### src/rtl/dramc_pkg.sv
package dramc_pkg;
  localparam int SIDE_BITS_DEF = 2;
  localparam int DATA_W_DEF    = 8;
  localparam int PERIOD_W_DEF  = 16;

  typedef enum logic [2:0] {
    ST_IDLE, ST_PRE, ST_ACT, ST_CAS, ST_RPRE, ST_RACT, ST_RCLOSE
  } ctl_state_e;
endpackage

### src/rtl/dram_cell_array.sv
module dram_cell_array #(
  parameter int SIDE_BITS = dramc_pkg::SIDE_BITS_DEF,
  parameter int DATA_W    = dramc_pkg::DATA_W_DEF
) (
  input  logic                 clk,
  input  logic                 rst_n,
  input  logic                 ras,
  input  logic                 cas,
  input  logic                 pre,
  input  logic                 we,
  input  logic [SIDE_BITS-1:0] addr,
  input  logic [DATA_W-1:0]    wdata,
  output logic [DATA_W-1:0]    rdata
);
  localparam int SIDE = 1 << SIDE_BITS;

  logic [DATA_W-1:0]    cells  [SIDE][SIDE];
  logic [DATA_W-1:0]    rowbuf [SIDE];
  logic [SIDE_BITS-1:0] held_row;
  logic                 bank_open;

  always_ff @(posedge clk) begin
    if (!rst_n) begin
      for (int r = 0; r < SIDE; r++)
        for (int c = 0; c < SIDE; c++) cells[r][c] <= '0;
      for (int c = 0; c < SIDE; c++) rowbuf[c] <= '0;
      held_row  <= '0;
      bank_open <= 1'b0;
    end else begin
      if (ras) begin
        for (int c = 0; c < SIDE; c++) rowbuf[c] <= cells[addr][c];
        held_row  <= addr;
        bank_open <= 1'b1;
      end
      if (cas && we) rowbuf[addr] <= wdata;
      if (pre) begin
        for (int c = 0; c < SIDE; c++) cells[held_row][c] <= rowbuf[c];
        bank_open <= 1'b0;
      end
    end
  end

  assign rdata = rowbuf[addr];

  // a row can only be opened into a closed bank
  a_r6_ras_when_closed: assert property (@(posedge clk) disable iff (!rst_n)
    ras |-> !bank_open);
  // column access requires an open row, including right after refresh
  a_r8_cas_when_open: assert property (@(posedge clk) disable iff (!rst_n)
    cas |-> bank_open);
endmodule

### src/rtl/dram_refresh_timer.sv
module dram_refresh_timer #(
  parameter int PERIOD_W = dramc_pkg::PERIOD_W_DEF
) (
  input  logic                clk,
  input  logic                rst_n,
  input  logic [PERIOD_W-1:0] period,
  input  logic                take,
  output logic                pending
);
  logic [PERIOD_W-1:0] cnt;
  logic                wrap;

  function automatic logic period_done(input logic [PERIOD_W-1:0] c,
                                       input logic [PERIOD_W-1:0] p);
    return ({1'b0, c} + 1'b1) >= {1'b0, p};
  endfunction

  assign wrap = period_done(cnt, period);

  always_ff @(posedge clk) begin
    if (!rst_n) begin
      cnt     <= '0;
      pending <= 1'b0;
    end else begin
      cnt <= wrap ? '0 : cnt + 1'b1;
      if (wrap)      pending <= 1'b1;
      else if (take) pending <= 1'b0;
    end
  end
endmodule

### src/rtl/dram_seq_fsm.sv
module dram_seq_fsm
  import dramc_pkg::*;
#(
  parameter int SIDE_BITS = dramc_pkg::SIDE_BITS_DEF,
  parameter int DATA_W    = dramc_pkg::DATA_W_DEF
) (
  input  logic                   clk,
  input  logic                   rst_n,
  input  logic                   req_valid,
  output logic                   req_ready,
  input  logic                   req_write,
  input  logic [2*SIDE_BITS-1:0] req_addr,
  input  logic [DATA_W-1:0]      req_wdata,
  output logic                   rsp_valid,
  output logic [DATA_W-1:0]      rsp_rdata,
  input  logic                   ref_pending,
  output logic                   ref_take,
  output logic                   cmd_ras,
  output logic                   cmd_cas,
  output logic                   cmd_pre,
  output logic                   cmd_we,
  output logic [SIDE_BITS-1:0]   cmd_addr,
  output logic [DATA_W-1:0]      cmd_wdata,
  input  logic [DATA_W-1:0]      cell_rdata
);
  localparam int ADDR_W = 2 * SIDE_BITS;
  localparam logic [SIDE_BITS-1:0] LAST_ROW = SIDE_BITS'((1 << SIDE_BITS) - 1);

  function automatic logic [SIDE_BITS-1:0] row_of(input logic [ADDR_W-1:0] a);
    return a[ADDR_W-1:SIDE_BITS];
  endfunction
  function automatic logic [SIDE_BITS-1:0] col_of(input logic [ADDR_W-1:0] a);
    return a[SIDE_BITS-1:0];
  endfunction

  ctl_state_e           state;
  logic                 row_open;
  logic [SIDE_BITS-1:0] open_row, cur_row, cur_col, ref_row;
  logic                 cur_write;
  logic [DATA_W-1:0]    cur_wdata;
  logic                 accept, row_hit;

  assign req_ready = (state == ST_IDLE) && !ref_pending;
  assign ref_take  = (state == ST_IDLE) && ref_pending;
  assign accept    = req_valid && req_ready;
  assign row_hit   = row_open && (open_row == row_of(req_addr));

  always_ff @(posedge clk) begin
    if (!rst_n) begin
      state     <= ST_IDLE;
      row_open  <= 1'b0;
      open_row  <= '0;
      cur_row   <= '0;
      cur_col   <= '0;
      cur_write <= 1'b0;
      cur_wdata <= '0;
      ref_row   <= '0;
      rsp_valid <= 1'b0;
      rsp_rdata <= '0;
    end else begin
      rsp_valid <= (state == ST_CAS) && !cur_write;
      if (state == ST_CAS && !cur_write) rsp_rdata <= cell_rdata;
      case (state)
        ST_IDLE: begin
          if (ref_take) begin
            ref_row <= '0;
            state   <= row_open ? ST_RPRE : ST_RACT;
          end else if (accept) begin
            cur_row   <= row_of(req_addr);
            cur_col   <= col_of(req_addr);
            cur_write <= req_write;
            cur_wdata <= req_wdata;
            state     <= row_hit ? ST_CAS : (row_open ? ST_PRE : ST_ACT);
          end
        end
        ST_PRE: begin
          row_open <= 1'b0;
          state    <= ST_ACT;
        end
        ST_ACT: begin
          row_open <= 1'b1;
          open_row <= cur_row;
          state    <= ST_CAS;
        end
        ST_CAS:  state <= ST_IDLE;
        ST_RPRE: begin
          row_open <= 1'b0;
          state    <= ST_RACT;
        end
        ST_RACT: state <= ST_RCLOSE;
        ST_RCLOSE: begin
          if (ref_row == LAST_ROW) state <= ST_IDLE;
          else begin
            ref_row <= ref_row + 1'b1;
            state   <= ST_RACT;
          end
        end
        default: state <= ST_IDLE;
      endcase
    end
  end

  always_comb begin
    cmd_ras   = 1'b0;
    cmd_cas   = 1'b0;
    cmd_pre   = 1'b0;
    cmd_we    = 1'b0;
    cmd_addr  = '0;
    cmd_wdata = cur_wdata;
    case (state)
      ST_PRE, ST_RPRE, ST_RCLOSE: cmd_pre = 1'b1;
      ST_ACT:  begin cmd_ras = 1'b1; cmd_addr = cur_row; end
      ST_RACT: begin cmd_ras = 1'b1; cmd_addr = ref_row; end
      ST_CAS:  begin cmd_cas = 1'b1; cmd_we = cur_write; cmd_addr = cur_col; end
      default: ;
    endcase
  end

  // refresh wait tracker for the bounded-delay check
  logic [3:0] ref_wait;
  always_ff @(posedge clk) begin
    if (!rst_n) ref_wait <= '0;
    else if (ref_pending && !ref_take) ref_wait <= (ref_wait == 4'hF) ? ref_wait : ref_wait + 1'b1;
    else ref_wait <= '0;
  end

  // a pending refresh starts within 4 cycles
  a_r9_refresh_bounded: assert property (@(posedge clk) disable iff (!rst_n)
    ref_wait <= 4'd4);
  // read data pulse lasts exactly one cycle
  a_r3_rsp_pulse: assert property (@(posedge clk) disable iff (!rst_n)
    rsp_valid |=> !rsp_valid);
endmodule

### src/rtl/dram_rowbuf_ctrl.sv
module dram_rowbuf_ctrl #(
  parameter int SIDE_BITS = dramc_pkg::SIDE_BITS_DEF,
  parameter int DATA_W    = dramc_pkg::DATA_W_DEF,
  parameter int PERIOD_W  = dramc_pkg::PERIOD_W_DEF
) (
  input  logic                   clk,
  input  logic                   rst_n,
  input  logic [PERIOD_W-1:0]    refresh_period,
  input  logic                   req_valid,
  output logic                   req_ready,
  input  logic                   req_write,
  input  logic [2*SIDE_BITS-1:0] req_addr,
  input  logic [DATA_W-1:0]      req_wdata,
  output logic                   rsp_valid,
  output logic [DATA_W-1:0]      rsp_rdata,
  output logic                   mem_ras,
  output logic                   mem_cas,
  output logic                   mem_pre,
  output logic                   mem_we,
  output logic [SIDE_BITS-1:0]   mem_addr
);
  logic              ref_pending, ref_take;
  logic [DATA_W-1:0] bus_wdata, cell_rdata;

  dram_refresh_timer #(.PERIOD_W(PERIOD_W)) u_timer (
    .clk(clk), .rst_n(rst_n), .period(refresh_period),
    .take(ref_take), .pending(ref_pending)
  );

  dram_seq_fsm #(.SIDE_BITS(SIDE_BITS), .DATA_W(DATA_W)) u_fsm (
    .clk(clk), .rst_n(rst_n),
    .req_valid(req_valid), .req_ready(req_ready), .req_write(req_write),
    .req_addr(req_addr), .req_wdata(req_wdata),
    .rsp_valid(rsp_valid), .rsp_rdata(rsp_rdata),
    .ref_pending(ref_pending), .ref_take(ref_take),
    .cmd_ras(mem_ras), .cmd_cas(mem_cas), .cmd_pre(mem_pre), .cmd_we(mem_we),
    .cmd_addr(mem_addr), .cmd_wdata(bus_wdata), .cell_rdata(cell_rdata)
  );

  dram_cell_array #(.SIDE_BITS(SIDE_BITS), .DATA_W(DATA_W)) u_array (
    .clk(clk), .rst_n(rst_n),
    .ras(mem_ras), .cas(mem_cas), .pre(mem_pre), .we(mem_we),
    .addr(mem_addr), .wdata(bus_wdata), .rdata(cell_rdata)
  );

  // one command per cycle on the shared bus
  a_r10_one_cmd: assert property (@(posedge clk) disable iff (!rst_n)
    $onehot0({mem_ras, mem_cas, mem_pre}));
  // a response only follows a read column strobe
  a_r3_rsp_after_read: assert property (@(posedge clk) disable iff (!rst_n)
    rsp_valid |-> $past(mem_cas && !mem_we));
endmodule

### config.mk
export PLATFORM = sky130hd
export DESIGN_NAME = dram_rowbuf_ctrl
export DESIGN_NICKNAME = d
export VERILOG_FILES = /design/src/rtl/dramc_pkg.sv /design/src/rtl/dram_cell_array.sv /design/src/rtl/dram_refresh_timer.sv /design/src/rtl/dram_seq_fsm.sv /design/src/rtl/dram_rowbuf_ctrl.sv
export SDC_FILE = /design/constraint.sdc
export NUM_CORES = 1
export LEC_CHECK = 0
export ABC_AREA = 1
export BUFFER_PORTS_ARGS = -buffer_cell sky130_fd_sc_hd__buf_2
export CAP_MARGIN = 20
export CORE_MARGIN = 2
export CORE_UTILIZATION = 42
export DETAILED_ROUTE_END_ITERATION = 10
export MAX_ROUTING_LAYER = met4
export PLACE_DENSITY = 0.68
export SLEW_MARGIN = 15
export SYNTH_ARGS = -nofsm -noshare
export SYNTH_HDL_FRONTEND = slang
export SYNTH_SLANG_ARGS = --single-unit
export TNS_END_PERCENT = 50
### constraint.sdc
create_clock -name clk -period 2.6 [get_ports clk]
set_clock_uncertainty 0.1 [all_clocks]
set_input_delay 0.26 -clock clk [delete_from_list [all_inputs] [get_ports clk]]
set_output_delay 0.26 -clock clk [all_outputs]
set_load 0.01 [all_outputs]
Word level (Yosys, flattened, before mapping):

Memory sizes are Yosys's and may differ from the RTL's. A register that Yosys moved wholly into a read port is not among the register bits.
Cells that the tools add are included.

* logic and storage cells: 94
* input bits: 32
* memories kept: 2
* flip-flop bits (word level): 41
* memory bits (writable): 160

* $add $sub $neg: 3
* reductions and logical operators: 21
* bitwise logic cells: 6
* muxes and demuxes: 38
* equality and inequality tests: 11
* order comparisons: 1

Memories
* u_array.cells: words 4, bits a word 32, rd ports 1, clocked after Yosys merged registers in 0, wr ports 4, line dram_cell_array.sv:17 `logic [DATA_W-1:0] cells [SIDE][SIDE];`
* u_array.rowbuf: words 4, bits a word 8, rd ports 5, clocked after Yosys merged registers in 1, wr ports 4, line dram_cell_array.sv:18 `logic [DATA_W-1:0] rowbuf [SIDE];`

Operators with widths (number)
* 8-bit two-way mux: 5
* 32-bit two-way mux: 1
* 32-bit OR reduction: 1
* 1-bit two-way mux: 19
* 3-bit one-hot mux with 6 select lines: 1
* 16-bit by 1-bit adder with 17-bit output (second input constant): 1
* 17-bit by 16-bit greater-or-equal comparator with 1-bit output: 1
* 16-bit by 1-bit adder with 16-bit output (second input constant): 1
* 3-bit two-way mux: 4
* 2-bit two-way mux: 5
* 3-bit equality test (second input constant): 3
* 8-bit OR reduction: 1
* 3-bit by 2-bit equality test with 1-bit output (second input constant): 2
* 1-bit logical AND: 6
* 2-bit one-hot mux with 3 select lines: 1
* 3-bit AND reduction: 2
* 2-bit nonzero test: 3
* 2-bit OR reduction: 3
* 2-bit != test (second input constant): 2
* 1-bit OR: 4
* 2-bit one-hot mux with 2 select lines: 1
* 3-bit by 1-bit equality test with 1-bit output (second input constant): 1
* 1-bit zero test: 3
* 3-bit zero test: 1
* other kinds (7): 8

Depth between registers and ports, before layout:

* depth in word-level cells: 8
* depth in mapped cells: 19
* depth with buffers taken out: 19

By module:

Synthesis repeated with hierarchy kept, for this count alone.

* cell total of the unflattened synthesis: 1196
* area total of the unflattened synthesis: 10264.8 um^2

Modules (own cells, without submodules)
* dram_cell_array: instances 1, area each 7459.7 um^2, cells an instance 815
* dram_seq_fsm: instances 1, area each 1460.2 um^2, cells an instance 180
* dram_refresh_timer: instances 1, area each 1345.0 um^2, cells an instance 201

Worst setup path before layout:

Ideal clock, no wire load.

* kind: reg2reg
* start: register u_timer.cnt[0]
* end: register u_timer.cnt[9]
* slack: 0.031 ns
* buffers on the path: 1
* data required time: 2.381 ns
* arrival: 2.350 ns
* cell stages (with the launch flop): 20
* library setup time: 0.119 ns
* cells stage by stage: dfxtp_1 -> ha_1 -> nand2_1 -> nor2_1 -> nand2_1 -> inv_1 -> nand3_1 -> xor2_1 -> inv_1 -> ha_1 -> nand2_1 -> nand2_1 -> nand2_1 -> nand2_1 -> nand2_1 -> a21boi_0 -> nor2_1 -> nand3_1 -> buf_2 -> nor2_1

* word-level cells in the longest chain between the ends: 3

Ends and longest elaborated chain
* start: declaration: line dram_refresh_timer.sv:10 `logic [PERIOD_W-1:0] cnt;`
* start signal: assignment: line dram_refresh_timer.sv:25 `cnt <= wrap ? '0 : cnt + 1'b1;`
* 16-bit by 1-bit adder with 17-bit output: line dram_refresh_timer.sv:15 `return ({1'b0, c} + 1'b1) >= {1'b0, p};`
* 17-bit by 16-bit greater-or-equal comparator with 1-bit output: line dram_refresh_timer.sv:15
* 2-bit OR reduction (no source line)

Parallel ways exist; a longest one is shown, timed or not.
A chain may end at the register's enable or synchronous reset.

Final worst setup path:

* start: register u_timer.cnt[0]
* end: register u_timer.cnt[7]

Same word-level chain as after synthesis.

==> results.json <==
{
  "drv_slew": 0,
  "totalWireLength_um": 24000,
  "syn2layout_area_growth_pct": 16.6,
  "critPathMaxStageDelay_ns": 0.37,
  "synth_top_area_share_pct": 48.8,
  "p_leak_nw": 5.05,
  "fill_cells": 2166,
  "maxCapViolations": 0,
  "irDropWorstVdd_mv": 0.629,
  "synth-compound-area-share_pct": 3.29,
  "grt_pass1_vias": 7502,
  "slew_headroom_pct": 54.6,
  "nets": 1231,
  "drive_above_1_share_pct": 14.0,
  "insertion_delay_ns": 0.51,
  "whs_ns": 0.0257,
  "cts_sinks": 209,
  "ys_types": 37,
  "synth_mux_area_share_pct": 0,
  "ys_seq_area_share_pct": 58.8,
  "yosys.area_share.simple_pct": 28.0,
  "crit_arrival_ns": 2.74,
  "synth_xor_area_share_pct": 1.07,
  "synth_area_um2": 9840,
  "synth_nets": 1158,
  "synthCells": 1108,
  "grt_max_degree": 34,
  "drc_errors": 0,
  "gp_congestion": 0.853,
  "crit_path_top_delay_cell": "dfxtp_4",
  "crit_top_cell": "nand2_1",
  "cts.clk_slew.worst_paths_ns": 0.06,
  "multiInputGateArea_um2": 3540,
  "antenna_found_initial": 0,
  "rows": 55,
  "fmax_ghz": 0.407,
  "vias": 7647,
  "die_w_um": 157,
  "crit_required_ns": 2.89,
  "htree_levels": 1,
  "grt_pass1_wl_um": 38500,
  "synth_seq_cells": 209,
  "cts_buffers": 22,
  "setup_violations": 0,
  "crit_type": "register to register",
  "syn-mean-instance-area_um2": 8.88,
  "die_y_um": 157,
  "register_area_um2": 5790,
  "max-clock-path-buffers": 3,
  "synth_area_leader_cell": "edfxtp_1",
  "power_density_nw_per_um2": 746,
  "finalNonFillerCells": 1510,
  "min_period_ns": 2.46,
  "ant_nets": 0,
  "hold_violations": 0,
  "dieArea_um2": 24700,
  "pin_count": 48,
  "port_buffers": 47,
  "cp_cell_sequence": "ha_4 > nand2_2 > nor2_4 > nand2_2 > inv_2 > nand3_2 > xor2_1 > inv_1 > ha_4 > nand2_1 > nand2_1 > nand2_1 > nand2_1 > nand2_1 > a21boi_2 > nor2_2 > nand3_2 > buf_6 > nor2_1",
  "yosysWarnings": 0,
  "diodes": 0,
  "initialDrtViolationCount": 662,
  "grt_usage_pct": 20.5,
  "ys_top_cells_by_area": "edfxtp_1, nand2_1, dfxtp_1",
  "fin_crit_sh_pct": 94.4,
  "core-area_um2": 22800,
  "initial_core_util_pct": 43.1,
  "tritoncts": "done",
  "dp.cells": 1454,
  "outcome": "finished clean",
  "synth_top_family_by_area": "simple AND/OR/NAND/NOR gates",
  "path_max_fanout": 8,
  "end_kind": "register",
  "vias_per_cell": 5.06,
  "synthAdderAreaFrac_pct": 2.29,
  "hold_class": "primary input to register",
  "startpoint_type": "register",
  "cts-root-buf": "clkbuf_16",
  "dpl.hpwl_um": 15100,
  "grt_overflow": 0,
  "firstDrtPassIters": 5,
  "worstMarginPinSlew_ns": 0.680,
  "wl_per_cell_um": 15.9
}
[per-stage QoR]
step           TNS (ns)  setup slack [ns]  area, µm²  total power [mW]  util [%]
2_1_floorplan         0            0.0306       9840              5.07         -
3_3_place_gp          0            0.0292      10500              5.53      45.8
3_5_place_dp     -0.896           -0.0658      10500              5.56      45.8
4_1_cts               0            0.0105      11300              8.57      49.5
5_1_grt          -0.974           -0.0713      11500              8.91      50.2
6_report              0             0.144      11500              8.55      50.2
[timing repair]
action	4_1_cts	5_1_grt
endpoints found under the setup margin	16	17
hold buffers	15	0
resized for setup	2	36
hold endpoints to repair	15	0
pin swaps	0	8
setup buffers	0	1
[power breakdown]
| part | internal [mW] | leakage, nW | switching, mW |
|---|---|---|---|
| combinational | 0.393 | 2.65 | 0.967 |
| sequential | 3.96 | 2.06 | 0.221 |
| clock | 1.75 | 0.343 | 1.26 |
[Yosys cell counts (all sizes together)]
| cell | count |
|---|---|
| inv | 96 |
| o21bai | 1 |
| o21a | 1 |
| nor2 | 187 |
| dfxtp | 49 |
| xor2 | 11 |
| a21boi | 1 |
| ha | 18 |
| nor3 | 5 |
| nand2 | 365 |
| or2 | 3 |
| a21o | 2 |
| a21oi | 24 |
| o21ai | 26 |
| clkbuf | 7 |
| and3 | 1 |
| o22ai | 2 |
| nand3 | 93 |
| edfxtp | 160 |
| buf | 40 |
| nand4 | 13 |
| xnor2 | 1 |
| o211a | 2 |
[area by class of cell]
| type | count | area share (%) |
|---|---|---|
| clock buffer | 29 | 5.30 |
| inverter | 96 | 3.21 |
| tap | 313 | 3.42 |
| timing repair buffer | 96 | 5.87 |
| sequential | 209 | 50.5 |
| multi-input combinational | 756 | 30.9 |
| clock inverter | 11 | 0.753 |
[worst max-delay path: cells and delay by family, from the launching register on]
| kind | cells | cell delay (ns) |
|---|---|---|
| adder cells (fa/ha/maj) | 2 | 0.42 |
| XOR/XNOR | 1 | 0.19 |
| flip-flops | 1 | 0.37 |
| buffers and inverters | 3 | 0.33 |
| AO/OA/AOI/OAI | 1 | 0.15 |
| AND/OR/NAND/NOR | 12 | 0.77 |
[metal layers]
layer | global-route usage [%] | vias to the layer above | share of wire, %
li1 | - | 3732 | -
met1 | 27.1 | 3583 | 43
met2 | 33.0 | 288 | 47
met3 | 3.28 | 44 | 8.2
met5 | - | - | 0
met4 | 5.50 | 0 | 1.9
[flip-flops by register name, indices dropped and copies added, names as in the netlist]
name / cells
u_array.cells: 128
u_array.rowbuf: 32
u_timer.cnt: 16
u_fsm.cmd_wdata: 8
u_fsm.rsp_rdata: 8
u_fsm.state: 3
u_array.held_row: 2
u_fsm.cur_col: 2
u_fsm.cur_row: 2
u_fsm.open_row: 2
u_fsm.ref_row: 2
u_fsm.cur_write: 1
u_fsm.row_open: 1
u_fsm.rsp_valid: 1
u_timer.pending: 1
[placed cells by master (no fill, tap or decap), drive strengths merged, types with 3 or more instances in the layout]
| cell type | instances |
|---|---|
| nand2 | 365 |
| nor2 | 187 |
| edfxtp | 160 |
| inv | 96 |
| nand3 | 93 |
| buf | 81 |
| dfxtp | 49 |
| clkbuf | 29 |
| o21ai | 26 |
| a21oi | 24 |
| ha | 18 |
| dlygate4sd3 | 15 |
| nand4 | 13 |
| xor2 | 11 |
| clkinv | 10 |
| nor3 | 5 |
| or2 | 3 |
[path summary, 6_finish.rpt]
check	startpoint	endpoint	slack, ns	depth (start not counted)
setup / recovery	u_timer.cnt[0]	u_timer.cnt[7]	0.14	19
hold / removal	req_valid	u_fsm.cmd_wdata[5]	0.03	3
setup reg to reg	u_timer.cnt[0]	u_timer.cnt[7]	0.14	19
hold reg to reg	u_timer.cnt[0]	u_timer.cnt[0]	0.35	1
[logic make-up (layout without fill, tap and decap cells)]
family,Yosys count,in the layout
buffers and inverters,143,232
xor gates and xnor gates,12,12
adders and majority gates,18,18
AOI/OAI and AO/OA,59,59
DFF,209,209
and+or+nand+nor,667,667
Power figures use the tool's default switching activity.
